$ cat config.mk
export PLATFORM = sky130hd
export DESIGN_NAME = exc_entry_seq
export DESIGN_NICKNAME = d
export VERILOG_FILES = /design/src/rtl/exc_seq_pkg.sv /design/src/rtl/exc_arbiter.sv /design/src/rtl/exc_word_builder.sv /design/src/rtl/exc_step_ctrl.sv /design/src/rtl/exc_entry_seq.sv
export SDC_FILE = /design/constraint.sdc
export NUM_CORES = 1
export LEC_CHECK = 0
export BUFFER_PORTS_ARGS = -buffer_cell sky130_fd_sc_hd__clkbuf_2
export CORE_ASPECT_RATIO = 0.7
export CORE_MARGIN = 8
export CORE_UTILIZATION = 51
export DETAILED_ROUTE_END_ITERATION = 10
export GPL_ROUTABILITY_DRIVEN = 0
export PLACE_DENSITY = 0.93
export SYNTH_ARGS = -nofsm -noshare
export SYNTH_HDL_FRONTEND = slang
export SYNTH_HIERARCHICAL = 1
export SYNTH_SLANG_ARGS = --single-unit
$ cat constraint.sdc
create_clock -name clk -period 2.9 [get_ports clk]
set_clock_uncertainty 0.2 [all_clocks]
set_input_delay 0.725 -clock clk [delete_from_list [all_inputs] [get_ports clk]]
set_output_delay 0.725 -clock clk [all_outputs]
set_load 0.02 [all_outputs]
$ cat src/rtl/exc_seq_pkg.sv
package exc_seq_pkg;
  localparam int MODE_W  = 5;
  localparam int NUM_EXC = 7;
  localparam int BIT_T   = 5;
  localparam int BIT_F   = 6;
  localparam int BIT_I   = 7;

  // Code value is the arbitration rank: lower code wins.
  typedef enum logic [2:0] {
    EX_RESET = 3'd0,
    EX_DABT  = 3'd1,
    EX_FIQ   = 3'd2,
    EX_IRQ   = 3'd3,
    EX_PABT  = 3'd4,
    EX_UND   = 3'd5,
    EX_SWI   = 3'd6,
    EX_NONE  = 3'd7
  } exc_e;

  typedef enum logic [2:0] {
    ST_IDLE, ST_MODE, ST_LINK, ST_SAVE, ST_CTRL, ST_VECT
  } seq_e;

  localparam logic [MODE_W-1:0] M_FIQ = 5'b10001;
  localparam logic [MODE_W-1:0] M_IRQ = 5'b10010;
  localparam logic [MODE_W-1:0] M_SVC = 5'b10011;
  localparam logic [MODE_W-1:0] M_ABT = 5'b10111;
  localparam logic [MODE_W-1:0] M_UND = 5'b11011;

  function automatic logic [MODE_W-1:0] target_mode(exc_e e);
    case (e)
      EX_FIQ:           return M_FIQ;
      EX_IRQ:           return M_IRQ;
      EX_DABT, EX_PABT: return M_ABT;
      EX_UND:           return M_UND;
      default:          return M_SVC;
    endcase
  endfunction

  function automatic logic [4:0] vec_offset(exc_e e);
    case (e)
      EX_UND:  return 5'h04;
      EX_SWI:  return 5'h08;
      EX_PABT: return 5'h0C;
      EX_DABT: return 5'h10;
      EX_IRQ:  return 5'h18;
      EX_FIQ:  return 5'h1C;
      default: return 5'h00;
    endcase
  endfunction
endpackage

$ cat src/rtl/exc_arbiter.sv
module exc_arbiter
  import exc_seq_pkg::*;
#(
  parameter int NUM = NUM_EXC
) (
  input  logic [NUM-1:0] req_raw,
  input  logic           irq_off,
  input  logic           fiq_off,
  output logic           hit,
  output exc_e           win
);
  logic [NUM-1:0] live;

  always_comb begin
    live = req_raw;
    live[EX_IRQ] = req_raw[EX_IRQ] & ~irq_off;
    live[EX_FIQ] = req_raw[EX_FIQ] & ~fiq_off;
  end

  // Scan from lowest rank upward so the lowest set index is kept.
  always_comb begin
    win = EX_NONE;
    for (int i = NUM - 1; i >= 0; i--) begin
      if (live[i]) win = exc_e'(3'(i));
    end
  end

  assign hit = |live;
endmodule

$ cat src/rtl/exc_word_builder.sv
module exc_word_builder
  import exc_seq_pkg::*;
#(
  parameter int          DATA_W      = 32,
  parameter int          ADDR_W      = 32,
  parameter int unsigned VECTOR_BASE = 0
) (
  input  exc_e              cause,
  input  logic [DATA_W-1:0] old_stat,
  output logic [MODE_W-1:0] mode,
  output logic [DATA_W-1:0] new_stat,
  output logic [ADDR_W-1:0] vector
);
  localparam logic [ADDR_W-1:0] BASE = ADDR_W'(VECTOR_BASE);

  always_comb begin
    mode                 = target_mode(cause);
    new_stat             = old_stat;
    new_stat[MODE_W-1:0] = mode;
    new_stat[BIT_T]      = 1'b0;
    new_stat[BIT_I]      = 1'b1;
    if (cause == EX_FIQ || cause == EX_RESET) new_stat[BIT_F] = 1'b1;
    vector = BASE + ADDR_W'(vec_offset(cause));
  end
endmodule

$ cat src/rtl/exc_step_ctrl.sv
module exc_step_ctrl
  import exc_seq_pkg::*;
(
  input  logic clk,
  input  logic rst,
  input  logic hit,
  input  logic req_reset,
  input  logic cur_is_reset,
  output logic load,
  output logic stb_mode,
  output logic stb_link,
  output logic stb_save,
  output logic stb_stat,
  output logic stb_pc
);
  seq_e state, nxt;

  always_comb begin
    nxt  = state;
    load = 1'b0;
    case (state)
      ST_IDLE: if (hit) begin nxt = ST_MODE; load = 1'b1; end
      ST_MODE: nxt = cur_is_reset ? ST_CTRL : ST_LINK;
      ST_LINK: nxt = ST_SAVE;
      ST_SAVE: nxt = ST_CTRL;
      ST_CTRL: nxt = ST_VECT;
      default: nxt = ST_IDLE;
    endcase
    if (state != ST_IDLE && req_reset && !cur_is_reset) begin
      nxt  = ST_MODE;
      load = 1'b1;
    end
  end

  always_ff @(posedge clk) begin
    if (rst) begin
      state    <= ST_IDLE;
      stb_mode <= 1'b0;
      stb_link <= 1'b0;
      stb_save <= 1'b0;
      stb_stat <= 1'b0;
      stb_pc   <= 1'b0;
    end else begin
      state    <= nxt;
      stb_mode <= (nxt == ST_MODE);
      stb_link <= (nxt == ST_LINK);
      stb_save <= (nxt == ST_SAVE);
      stb_stat <= (nxt == ST_CTRL);
      stb_pc   <= (nxt == ST_VECT);
    end
  end
endmodule

$ cat src/rtl/exc_entry_seq.sv
module exc_entry_seq
  import exc_seq_pkg::*;
#(
  parameter int          DATA_W      = 32,
  parameter int          ADDR_W      = 32,
  parameter int unsigned VECTOR_BASE = 0
) (
  input  logic              clk,
  input  logic              rst,
  input  logic              req_reset,
  input  logic              req_dabt,
  input  logic              req_fiq,
  input  logic              req_irq,
  input  logic              req_pabt,
  input  logic              req_und,
  input  logic              req_swi,
  input  logic [DATA_W-1:0] cur_status,
  input  logic [ADDR_W-1:0] ret_addr,
  output logic              mode_wr_en,
  output logic [4:0]        mode_wr_val,
  output logic              link_wr_en,
  output logic [4:0]        link_wr_mode,
  output logic [ADDR_W-1:0] link_wr_data,
  output logic              save_wr_en,
  output logic [4:0]        save_wr_mode,
  output logic [DATA_W-1:0] save_wr_data,
  output logic              status_wr_en,
  output logic [DATA_W-1:0] status_wr_data,
  output logic              pc_wr_en,
  output logic [ADDR_W-1:0] pc_wr_data,
  output logic              entry_done
);
  logic [NUM_EXC-1:0] req_vec;
  logic               hit, load;
  exc_e               win, cause_q;
  logic [MODE_W-1:0]  mode_c, mode_q;
  logic [DATA_W-1:0]  new_c, new_q, old_q;
  logic [ADDR_W-1:0]  vec_c, vec_q, ret_q;
  logic               stb_pc;

  assign req_vec = {req_swi, req_und, req_pabt, req_irq, req_fiq, req_dabt, req_reset};

  exc_arbiter #(.NUM(NUM_EXC)) u_arb (
    .req_raw (req_vec),
    .irq_off (cur_status[BIT_I]),
    .fiq_off (cur_status[BIT_F]),
    .hit     (hit),
    .win     (win)
  );

  exc_word_builder #(.DATA_W(DATA_W), .ADDR_W(ADDR_W), .VECTOR_BASE(VECTOR_BASE)) u_build (
    .cause    (win),
    .old_stat (cur_status),
    .mode     (mode_c),
    .new_stat (new_c),
    .vector   (vec_c)
  );

  exc_step_ctrl u_ctrl (
    .clk          (clk),
    .rst          (rst),
    .hit          (hit),
    .req_reset    (req_reset),
    .cur_is_reset (cause_q == EX_RESET),
    .load         (load),
    .stb_mode     (mode_wr_en),
    .stb_link     (link_wr_en),
    .stb_save     (save_wr_en),
    .stb_stat     (status_wr_en),
    .stb_pc       (stb_pc)
  );

  always_ff @(posedge clk) begin
    if (rst) begin
      cause_q <= EX_NONE;
      mode_q  <= '0;
      old_q   <= '0;
      new_q   <= '0;
      vec_q   <= '0;
      ret_q   <= '0;
    end else if (load) begin
      cause_q <= win;
      mode_q  <= mode_c;
      old_q   <= cur_status;
      new_q   <= new_c;
      vec_q   <= vec_c;
      ret_q   <= ret_addr;
    end
  end

  assign mode_wr_val    = mode_q;
  assign link_wr_mode   = mode_q;
  assign link_wr_data   = ret_q;
  assign save_wr_mode   = mode_q;
  assign save_wr_data   = old_q;
  assign status_wr_data = new_q;
  assign pc_wr_en       = stb_pc;
  assign pc_wr_data     = vec_q;
  assign entry_done     = stb_pc;
endmodule

# Word level (Yosys, flattened, before mapping)
# Index checks and enable logic that the tools add are counted.
# totals
register_bits	116
latchBits	0
ram_bits	0
mem_bits_ro	0
inputBits	73
wordCells	58
memories	0
# op_classes
add_sub_neg	0
multipliers	0
div_mod_pow	0
magnitude_cmp	0
n_eq_ne	15
shift	0
mux	17
bitwise	4
n_reduce_logical	10
# op_table
operator	n
$pmux 5 s6	1
$mux 3	7
$eq 3x2->1 const B	6
$eq 3x3->1 const B	6
$pmux 4 s4	1
$pmux 3 s5	1
$eq 3x1->1 const B	3
$logic_not 3->1	3
$reduce_or 7->1	1
$mux 1	5
$mux 2	2
$reduce_bool 3->1	1
$and 1x1->1	2
$logic_and 1x1->1	2
$not 1->1	2
$reduce_or 2->1	1
$logic_not 1->1	1
$logic_or 1x1->1	1

# Logic depth before layout (Yosys ltp)
# Gate-level depths: netlist of the first run.
# logic_depth
depth_word	10
depth_mapped	8
mapped_depth_nobuf	7

# Modules after synthesis
# The synthesis of the first run kept the hierarchy.
# by_module_without_submodules
mod	instances	cells_per_inst	area_per_inst_um2
exc_entry_seq	1	450	5033.6
exc_word_builder	1	76	544.3
exc_step_ctrl	1	37	346.6
exc_arbiter	1	13	73.8

# Worst setup path before layout of the first run
# OpenSTA, ideal clock, no wires.
# synth_path
path_kind	input -> register
from	in req_reset
to	reg cause_q[1]
setup_ns	0.120
arrival_ns	2.332
path_slack_ns	0.248
cell_stages	6
path_buffers	2
path_cell_list	or2_1 or4_1 mux2_2 buf_8 buf_8 a211o_1
# synth_via
elab_chain_len	4
# synth_rtl
element	line_no	text
start, declared	exc_entry_seq.sv:10	input logic req_reset,
$reduce_or 7->1	exc_arbiter.sv:28	assign hit = |live;
named net hit	exc_entry_seq.sv:34	logic hit, load;
$mux 1	exc_step_ctrl.sv:22	ST_IDLE: if (hit) begin nxt = ST_MODE; load = 1'b1; end
$mux 1	exc_step_ctrl.sv:21	case (state)
$mux 1	exc_step_ctrl.sv:29	if (state != ST_IDLE && req_reset && !cur_is_reset) begin
named net load	exc_entry_seq.sv:34	
end signal, assigned	exc_entry_seq.sv:82	cause_q <= win;
end, declared	exc_entry_seq.sv:35	exc_e win, cause_q;
# The timed path passes the listed nets, and every way through them passes these cells.
# A chain may end at the register's enable or synchronous reset.

# Worst setup path in the final report of the first run
# layout_path
from	in req_reset
to	reg new_q[21], in the netlist status_wr_data[21]
# layout_via
elab_chain_len	4
# layout_rtl
element	line_no	text
$reduce_or 7->1	exc_arbiter.sv:28	
named net hit	exc_entry_seq.sv:34	
$mux 1	exc_step_ctrl.sv:22	
$mux 1	exc_step_ctrl.sv:21	
$mux 1	exc_step_ctrl.sv:29	
named net load	exc_entry_seq.sv:34	
end signal, assigned	exc_entry_seq.sv:85	new_q <= new_c;
end, declared	exc_entry_seq.sv:37	logic [DATA_W-1:0] new_c, new_q, old_q;
# The timed path passes the listed nets, and every way through them passes these cells.

==> results.md, run 1 <==
* Die Height at 106.7 µm
* Initial antenna violation count at 0
* CP max FO at 44
* P_leak at 4.152 nW
* R2R Path End: status_wr_data[21]
* Post-synthesis register bit count at 144
* Largest net degree at the start of global routing at 61
* Starting Density at 51.70%
* Place WS at 59.12 ps
* DR vias at 4266
* Postcts setup bufs at 0
* Critical path class: in2reg
* Yosys top cell area share at 48.06%
* TritonCTS clock tree: yes
* Final Hold Viols at 0
* Register area share after synthesis at 48.06%
* Final setup viols at 0
* Power Density at 752.0 nW/µm²
* Number of global-route vias before repair at 4358
* All-Layer GR Usage at 16.85%
* Nets@finish at 826
* Worst slew margin at 63.73%
* Antenna Cells at 0
* VDD IR max at 0.4069 mV
* Post-CTS Hold Buffers at 0
* Mapped Area at 5998 µm²
* Final worst-path cycle share at 84.18%
* Prevailing post-synth register cell: dfxtp_1
* DRT Pass-1 Iters at 5
* Setup TNS at 0 ps
* Post-DP HPWL at 10110 µm
* Worst r2r src: cause_q[2]
* CP cell instances: clkbuf_2, or2_1, or4_1, mux2_8, buf_12, mux2i_1, nor2_1
* Total Wirelength at 13220 µm
* I/O pins at 222
* First-pass GRT wire length at 21560 µm
* Layout cells sized above 1 at 34.64%
* Reg-to-reg slack, setup at 660 ps
* Iter 0 DRT Violations at 211
* Worst Path Arrival at 2500 ps
* Port bufs at 221
* Max frequency at 0.4096 GHz
* Average size of a mapped cell at 10.41 µm²
* RSZ-0062 raised after global routing: no
* Clock buffer depth at 2
* CP Launch Type: input pin
* Clk_lat worst skew at 390 ps
* Die ar. at 15540 µm²
* Via density at 4.627
* Core Box Area at 11600 µm²
* CTS Sinks at 144
* Post-synthesis cell type count at 41
* Worst path required time at 2960 ps
* Detail Route Antenna Nets at 0
* H-tree depth at 4
* Outcome: complete, no violations
* Total grt overflow at 0
* Cell taking the most area after synthesis: dfxtp_1
* Top delay family on crit path: simple AND/OR/NAND/NOR gates
* PnR worst setup slack at 458.7 ps
* Post-synth EDFFs at 0
* FFs w/ async S/R, synth at 0%
* CP max stage delay at 550 ps
* Fin. max-slew vios at 0
* Clk pin slew, worst setup/hold paths at 50 ps
* Row count at 33
* Max_cap viols at 0
* Number of buffers created by CTS at 17
* Worst setup path startpoint: req_reset
* DR WL/cell at 14.34 µm
* Area grow syn2layout at 22.07%
* Die width at 145.6 µm
* CTS resizes at 0
* CP bufs+invs at 2
* CP Capture Point: status_wr_data[21]
* Worst setup EP type: register
* WP depth at 7
* Mapped Cells at 576
* Slew @ Worst Pin at 539.9 ps
* Root buf cell: clkbuf_16
* DRC viols at 0
* Synth top area cells: dfxtp_1 48%, mux2i_1 22%, buf_4 9.1%
* Synth warn at 6
* Worst reg2reg path depth at 6
* HP Class: reg2reg
* Min cycle time layout at 2441 ps
* CP max-delay cell: or4_1
==> worst reg2reg max path, stage by stage (launching register included) <==
cell and delay [ps]:
dfxtp_1 310, nor3_1 470, nor2b_1 220, mux2_8 400
buf_12 210, mux2i_1 240, nor2_1 70
==> metrics by stage <==
| step | hold slack, ps | power (W) | util, % | std cells | instance area (µm²) |
|---|---|---|---|---|---|
| floorplan | 295.6 | 0.002958 | - | 607 | 6115 |
| global placement | 271.1 | 0.003101 | 57.39 | 891 | 6659 |
| detailed placement | 281.5 | 0.003131 | 57.39 | 891 | 6659 |
| CTS | 295.5 | 0.005573 | 63.11 | 922 | 7322 |
| global route | 314.9 | 0.005739 | 63.11 | 922 | 7322 |
| finish | 287.8 | 0.005506 | 63.11 | 922 | 7322 |
==> routing by layer <==
| metal | track usage [%] | part of all wire [%] | routed length [µm] |
|---|---|---|---|
| met5 | 0 | 0 | 0 |
| met4 | 4.441 | 0.66 | 87 |
| met3 | 8.330 | 8.4 | 1116 |
| met2 | 28.39 | 48 | 6297 |
| met1 | 18.83 | 43 | 5720 |
==> registers in the layout, summed over array words and instances (netlist names) <==
| signal | count |
|---|---|
| cause_q | 3 |
| pc_wr_data | 32 |
| u_ctrl/stb_save | 1 |
| link_wr_mode | 5 |
| status_wr_data | 32 |
| save_wr_data | 32 |
| u_ctrl/stb_mode | 1 |
| link_wr_data | 32 |
| u_ctrl/stb_pc | 1 |
| u_ctrl/stb_link | 1 |
| u_ctrl/state | 3 |
| u_ctrl/stb_stat | 1 |
==> cell usage in the layout, fill, tap and decap left out, types with 2 or more instances in the layout <==
master / n
nor2_1: 143
a21oi_1: 2
inv_6: 4
mux2i_1: 133
dfxtp_1: 144
or4_1: 2
bufinv_16: 6
nor2b_1: 3
nor3_1: 3
a211o_1: 3
inv_1: 5
and2b_1: 2
clkinvlp_4: 2
buf_12: 4
buf_4: 6
conb_1: 33
clkbuf_1: 2
o21a_1: 2
clkbuf_2: 220
nand2b_1: 3
or2_1: 2
a211oi_1: 3
clkbuf_16: 17
==> cell type report <==
class	instances	area (µm²)
Clock inverter	12	230.2
Clock buffer	19	432.9
Fill cell	951	4280
Sequential cell	144	2883
Timing Repair Buffer	230	1226
Tap cell	157	196.4
Multi-Input combinational cell	354	2331
Inverter	6	22.52
==> power by group <==
group,switching (W),internal [W]
Combinational,0.000518,0.000343
Sequential,0.0000873,0.00213
Clock,0.000802,0.00162
==> worst min path at each step <==
stage | endpoint | start | depth (start not counted)
final | status_wr_data[1] | status_wr_data[1] | 2
after global routing | save_wr_data[14] | save_wr_data[14] | 2
after CTS | status_wr_data[1] | status_wr_data[1] | 2
after detailed placement | link_wr_data[8] | link_wr_data[8] | 2
after global placement | link_wr_data[31] | link_wr_data[31] | 2
after floorplan | u_ctrl/stb_mode | u_ctrl/state[2] | 2
==> Yosys cell counts (2+ instances only) <==
cell and number:
dfxtp_1 144, clkbuf_1 9, nor2_1 143, nand2b_1 3, buf_4 73, and2b_1 2, mux2_2 2, mux2i_1 133
a211oi_1 3, buf_12 12, a21oi_1 2, nor2b_1 3, nor3_1 3, buf_2 6, or2_1 2, or4_1 2
o21a_1 2, buf_8 2, a211o_1 3, conb_1 2, inv_1 5
==> cell families (layout without fill, tap and decap cells) <==
kind of cell | after synthesis | in the layout | synth area share, %
AO/OA/AOI/OAI | 18 | 18 | 2.149
multiplexers | 135 | 135 | 22.57
flip-flops | 144 | 144 | 48.06
other | 2 | 33 | 0.1252
buffers and inverters | 109 | 267 | 15.27
AND/OR/NAND/NOR | 167 | 167 | 11.68
XOR/XNOR | 1 | 1 | 0.1460
(Power assumes the default switching activity.)
==> inputs of run 2 (changes only) <==
--- a/config.mk
+++ b/config.mk
@@ -5,10 +5,11 @@
 export SDC_FILE = /design/constraint.sdc
 export NUM_CORES = 1
 export LEC_CHECK = 0
+export ABC_AREA = 1
 export BUFFER_PORTS_ARGS = -buffer_cell sky130_fd_sc_hd__clkbuf_2
 export CORE_ASPECT_RATIO = 0.7
 export CORE_MARGIN = 8
-export CORE_UTILIZATION = 51
+export CORE_UTILIZATION = 52
 export DETAILED_ROUTE_END_ITERATION = 10
 export GPL_ROUTABILITY_DRIVEN = 0
 export PLACE_DENSITY = 0.93
==> constraint.sdc (replaced) <==
create_clock -name clk -period 2.3 [get_ports clk]
set_clock_uncertainty 0.2 [all_clocks]
set_input_delay 0.575 -clock clk [delete_from_list [all_inputs] [get_ports clk]]
set_output_delay 0.575 -clock clk [all_outputs]
set_load 0.02 [all_outputs]
==> results.md, run 2 <==
* Cells after DPL at 1322
* Largest net degree at the start of global routing at 91
* Final setup viols at 0
* Mapped Area at 6650 µm²
* CP max FO at 46
* Total Wirelength at 15300 µm
* Worst Path Arrival at 2110 ps
* Row count at 34
* Via density at 4.250
* Max_cap viols at 0
* Fin. max-slew vios at 0
* Die ar. at 16720 µm²
* Adder-cell share of the synthesized area at 0%
* XOR/XNOR Fraction of Synth Area at 0%
* HP Class: in2reg
* Worst setup EP type: register
* DR vias at 5754
* Post-DP HPWL at 11380 µm
* Cell taking the most area after synthesis: dfxtp_1
* Critical path class: reg2reg
* P_leak at 4.772 nW
* Post-synthesis register bit count at 144
* Synth cell count leaders: 295 x nand2_1, 276 x nor2_1, 150 x inv_1, 144 x dfxtp_1, 78 x buf_4
* Commonest non-fill, non-tap cell in the layout: nand2_1
* VDD IR max at 0.7016 mV
* All-Layer GR Usage at 17.80%
* Non-Filler Instances at 1354
* Clock buffer depth at 2
* Fillers at 1105
* First-pass GRT wire length at 24650 µm
* Post-CTS Hold Buffers at 0
* Starting Density at 53.35%
* FFs w/ async S/R, synth at 0%
* Nets@finish at 1252
* CTS Sinks at 144
* Area grow syn2layout at 19.64%
* H-tree depth at 4
* Worst setup path startpoint: cause_q[2]
* Clk pin slew, worst setup/hold paths at 60 ps
* Number of buffers created by CTS at 17
* Outcome: complete, no violations
* Total grt overflow at 0
* DR WL/cell at 11.30 µm
* Synth top area cells: dfxtp_1 43%, nand2_1 17%, nor2_1 16%
* Layout cells sized above 1 at 23.49%
* Commonest non-fill, non-tap cells in the layout: 294 x nand2_1, 276 x nor2_1, 221 x clkbuf_2
* Min cycle time layout at 1984 ps
* Yosys top cell area share at 43.35%
* Synth warn at 6
* DRT Pass-1 Iters at 4
* Port bufs at 221
* Register area share after synthesis at 43.35%
* Final Hold Viols at 0
* Die width at 151.2 µm
* RSZ-0062 raised after global routing: no
* Setup TNS at 0 ps
* TritonCTS clock tree: yes
* Initial antenna violation count at 0
* Count leader, synth: nand2_1
* Worst path required time at 2430 ps
* Post-synthesis compound-gate area fraction at 0.5456%
* Iter 0 DRT Violations at 211
* Average size of a mapped cell at 6.552 µm²
* Root buf cell: clkbuf_16
* Antenna Cells at 0
* Clk_lat worst skew at 410 ps
* Largest family of logic cells by synthesized area: simple AND/OR/NAND/NOR gates
* Worst r2r src: cause_q[2]
* Max frequency at 0.5041 GHz
* Synth Area in Simple Gates at 34.56%
* Postcts setup bufs at 0
* Prevailing post-synth register cell: dfxtp_1
* DRC viols at 0
* Die Height at 110.6 µm
* Final worst-path cycle share at 86.25%
* Multiplexer share of the synthesized area at 0%
* CP Launch Type: register
* Detail Route Antenna Nets at 0
* Min-delay src: rst
* Core Box Area at 12460 µm²
* Post-synthesis cell type count at 23
* Number of global-route vias before repair at 5278
* Mapped Cells at 1015
* I/O pins at 222
* Post-synth EDFFs at 0
* CTS resizes at 0
* Power Density at 1318 nW/µm²
==> run 2: cell types whose count changed after synthesis, sizes merged, moves of 5 or more <==
cell,before,now
nor2,143,279
mux2i,133,0
buf,94,112
nand3,1,11
nand2,2,300
clkbuf,9,4
inv,6,154
==> run 2: report_power, final <==
part           leakage (nW)  switching [W]  internal [W]
clock network         0.275        0.00111       0.00162
registers              1.20       0.000412       0.00322
logic                  3.30        0.00277       0.00136
total                  4.77        0.00429       0.00620
==> run 2: final timing paths <==
path | depth (start not counted) | endpoint | slack, ps
max | 8 | save_wr_data[28] | 320
min | 2 | u_ctrl/stb_mode | 200
max reg2reg | 8 | save_wr_data[28] | 320
min reg2reg | 2 | save_wr_data[31] | 270
==> run 2: metrics by stage <==
step	area (µm²)	setup slack [ps]	hold WS, ps	total power (W)	util (%)
2_1_floorplan	6766	192.0	229.8	0.006865	-
3_3_place_gp	7368	138.6	240.6	0.007718	59.11
3_5_place_dp	7368	87.28	261.0	0.007854	59.11
4_1_cts	7956	321.8	191.9	0.01059	63.83
5_1_grt	7956	205.8	202.9	0.01121	63.83
6_report	7956	316.4	204.0	0.01048	63.83
==> run 2: logic make-up after synthesis <==
| family | count (synthesis) |
|---|---|
| buffers and inverters | 270 |
| DFF | 144 |
| and+or+nand+nor | 593 |
| other | 2 |
| AOI/OAI and AO/OA | 6 |
==> run 2: worst max-delay path: stages (launching register included) <==
cell and delay, ps:
dfxtp_1 320, nor3_1 400, nor2_1 140, nand2_4 150, nand2_4 160, buf_12 220, nand2_1 90, nand2_1 60
nor2_1 140
==> run 2: final cells by class <==
type                            instances  area (µm²)  share of cell area [%]
Tap cell                              162       202.7                   2.548
Multi-Input combinational cell        632        2466                   31.00
Clock inverter                         14       158.9                   1.997
Timing Repair Buffer                  230        1236                   15.54
Sequential cell                       144        2883                   36.23
Clock buffer                           18       429.2                   5.394
Inverter                              154       580.6                   7.297
==> run 2: routing by layer <==
layer | vias to the layer above | track usage (%) | share of wire (%)
met4 | 0 | 6.180 | 1.1
met5 | - | 0 | 0
met2 | 162 | 29.44 | 46
met3 | 16 | 6.811 | 9.3
li1 | 3129 | - | -
met1 | 2447 | 20.55 | 43
==> inputs of run 3 (changes only) <==
--- a/config.mk
+++ b/config.mk
@@ -6,13 +6,13 @@
 export NUM_CORES = 1
 export LEC_CHECK = 0
 export ABC_AREA = 1
-export BUFFER_PORTS_ARGS = -buffer_cell sky130_fd_sc_hd__clkbuf_2
 export CORE_ASPECT_RATIO = 0.7
 export CORE_MARGIN = 8
-export CORE_UTILIZATION = 52
+export CORE_UTILIZATION = 55
 export DETAILED_ROUTE_END_ITERATION = 10
+export DONT_BUFFER_PORTS = 1
 export GPL_ROUTABILITY_DRIVEN = 0
-export PLACE_DENSITY = 0.93
+export PLACE_DENSITY = 0.81
 export SYNTH_ARGS = -nofsm -noshare
 export SYNTH_HDL_FRONTEND = slang
 export SYNTH_HIERARCHICAL = 1
==> results.md, run 3 (same netlist as run 2, synthesis figures left out) <==
* All-Layer GR Usage at 17.04%
* Switching share of power at 42.30%
* Max frequency at 0.5118 GHz
* Share of power burned in registers at 49.1%
* CP Launch Type: register
* Starting Density at 56.51%
* Postcts setup bufs at 0
* Clock buffer depth at 2
* Clock share of power at 26.3%
* Switching power at 0.004048 W
* Final worst-path cycle share at 84.95%
* DRT Pass-1 Iters at 4
* Reg-to-reg slack, setup at 370 ps
* DRC viols at 0
* Commonest non-fill, non-tap cell in the layout: nand2_1
* Detail Route Antenna Nets at 0
* Worst hold slack at 48.13 ps
* Outcome: complete, no violations
* Die Height at 108 µm
* Final core utilization at 58.08%
* First-pass GRT wire length at 21960 µm
* Nets@finish at 1032
* Most Used Layer, Global Route: met2
* Commonest non-fill, non-tap cells in the layout: 294 x nand2_1, 276 x nor2_1, 150 x inv_1
* Post-CTS Hold Buffers at 0
* CP cell instances: buf_4
* Number of global-route vias before repair at 4344
* CP bufs+invs at 1
* Worst Path Arrival at 1180 ps
* Core Box Area at 11770 µm²
* Min cycle time layout at 1954 ps
* CP max-delay cell: dfxtp_1
* Clk pin slew, worst setup/hold paths at 60 ps
* Cells after DPL at 1097
* Post-DP HPWL at 9973 µm
* RSZ-0062 raised after global routing: no
* Worst setup EP type: output port
* Port bufs at 0
* TritonCTS clock tree: yes
* Met2 GRT Util at 26.73%
* Root buf cell: clkbuf_16
* Final Hold Viols at 0
* Power Density at 1401 nW/µm²
* Number of buffers created by CTS at 17
* Met3 Usage GRT at 10.05%
* Via density at 4.353
* DR WL/cell at 12.21 µm
* Setup TNS at 0 ps
* Antenna Cells at 0
* HP Class: in2reg
* Critical path class: reg2out
* Initial antenna violation count at 0
* Iter 0 DRT Violations at 196
* Top delay family on crit path: flip-flops
* P_leak at 3.806 nW
* H-tree depth at 4
* Final Power at 0.009572 W
* Total Wirelength at 13780 µm
* CTS resizes at 0
* VDD IR max at 0.5895 mV
* Layout cells sized above 1 at 6.173%
* CP max FO at 3
* Total grt overflow at 0
* Worst path required time at 1520 ps
* Non-Filler Instances at 1129
* Fin. max-slew vios at 0
* Slew @ Worst Pin at 657.2 ps
* Comb power frac at 24.7%
* Die width at 147.4 µm
* DR vias at 4914
* Int Pwr at 0.005523 W
* Final setup viols at 0
* I/O pins at 222
* Clk_lat worst skew at 410 ps
* Die ar. at 15920 µm²
* Worst slew margin at 56.13%
* Fillers at 1140
* Row count at 33
* Largest net degree at the start of global routing at 64
* CTS Sinks at 144
* CP max stage delay at 520 ps
* Area grow syn2layout at 2.766%
* M1 GR Usage at 19.03%
* Max_cap viols at 0
## run 3: changes by cell type in the layout (fill, tap and decap cells not counted), sizes merged
cell / change
clkinv: -2
inv: +1
bufinv: -2
clkbuf: -220
clkinvlp: +2
buf: +1
## run 3: area by class of cell
| class | count | area (µm²) | area share, % |
|---|---|---|---|
| Tap cell | 157 | 196.4 | 2.874 |
| Clock inverter | 13 | 102.6 | 1.501 |
| Multi-Input combinational cell | 632 | 2466 | 36.09 |
| Timing Repair Buffer | 10 | 162.7 | 2.380 |
| Sequential cell | 144 | 2883 | 42.18 |
| Inverter | 154 | 580.6 | 8.495 |
| Clock buffer | 19 | 442.9 | 6.481 |
## run 3: per-layer routing
metal  up-vias  routed length (µm)
li1       2686                   -
met1      2042                5933
met2       171                5930
met3        15                1753
met4         0                 165
met5         -                   0
## run 3: metrics by stage
stage / worst slack, ps / cell area, µm²
5_1_grt: 158.2 / 6834
6_report: 346.2 / 6834
3_3_place_gp: 236.6 / 6289
3_5_place_dp: 199.9 / 6289
2_1_floorplan: 192.0 / 6766
4_1_cts: 325.8 / 6834
## run 3: power by group through the flow
stage          registers (W)  clock network, W  logic (W)
4_1_cts              0.00473           0.00257    0.00238
5_1_grt              0.00481           0.00270    0.00276
6_report             0.00470           0.00252    0.00236
3_3_place_gp         0.00476                 0    0.00231
2_1_floorplan        0.00447                 0    0.00239
3_5_place_dp         0.00477                 0    0.00238
## run 3: path summary, 6_finish.rpt
kind / start / to / cells past startpoint
worst max-delay path: link_wr_mode[4] / save_wr_mode[4] / 1
worst min-delay path: rst / u_ctrl/stb_mode / 1
worst max register to register: cause_q[1] / link_wr_data[6] / 8
worst min register to register: cause_q[0] / cause_q[0] / 2
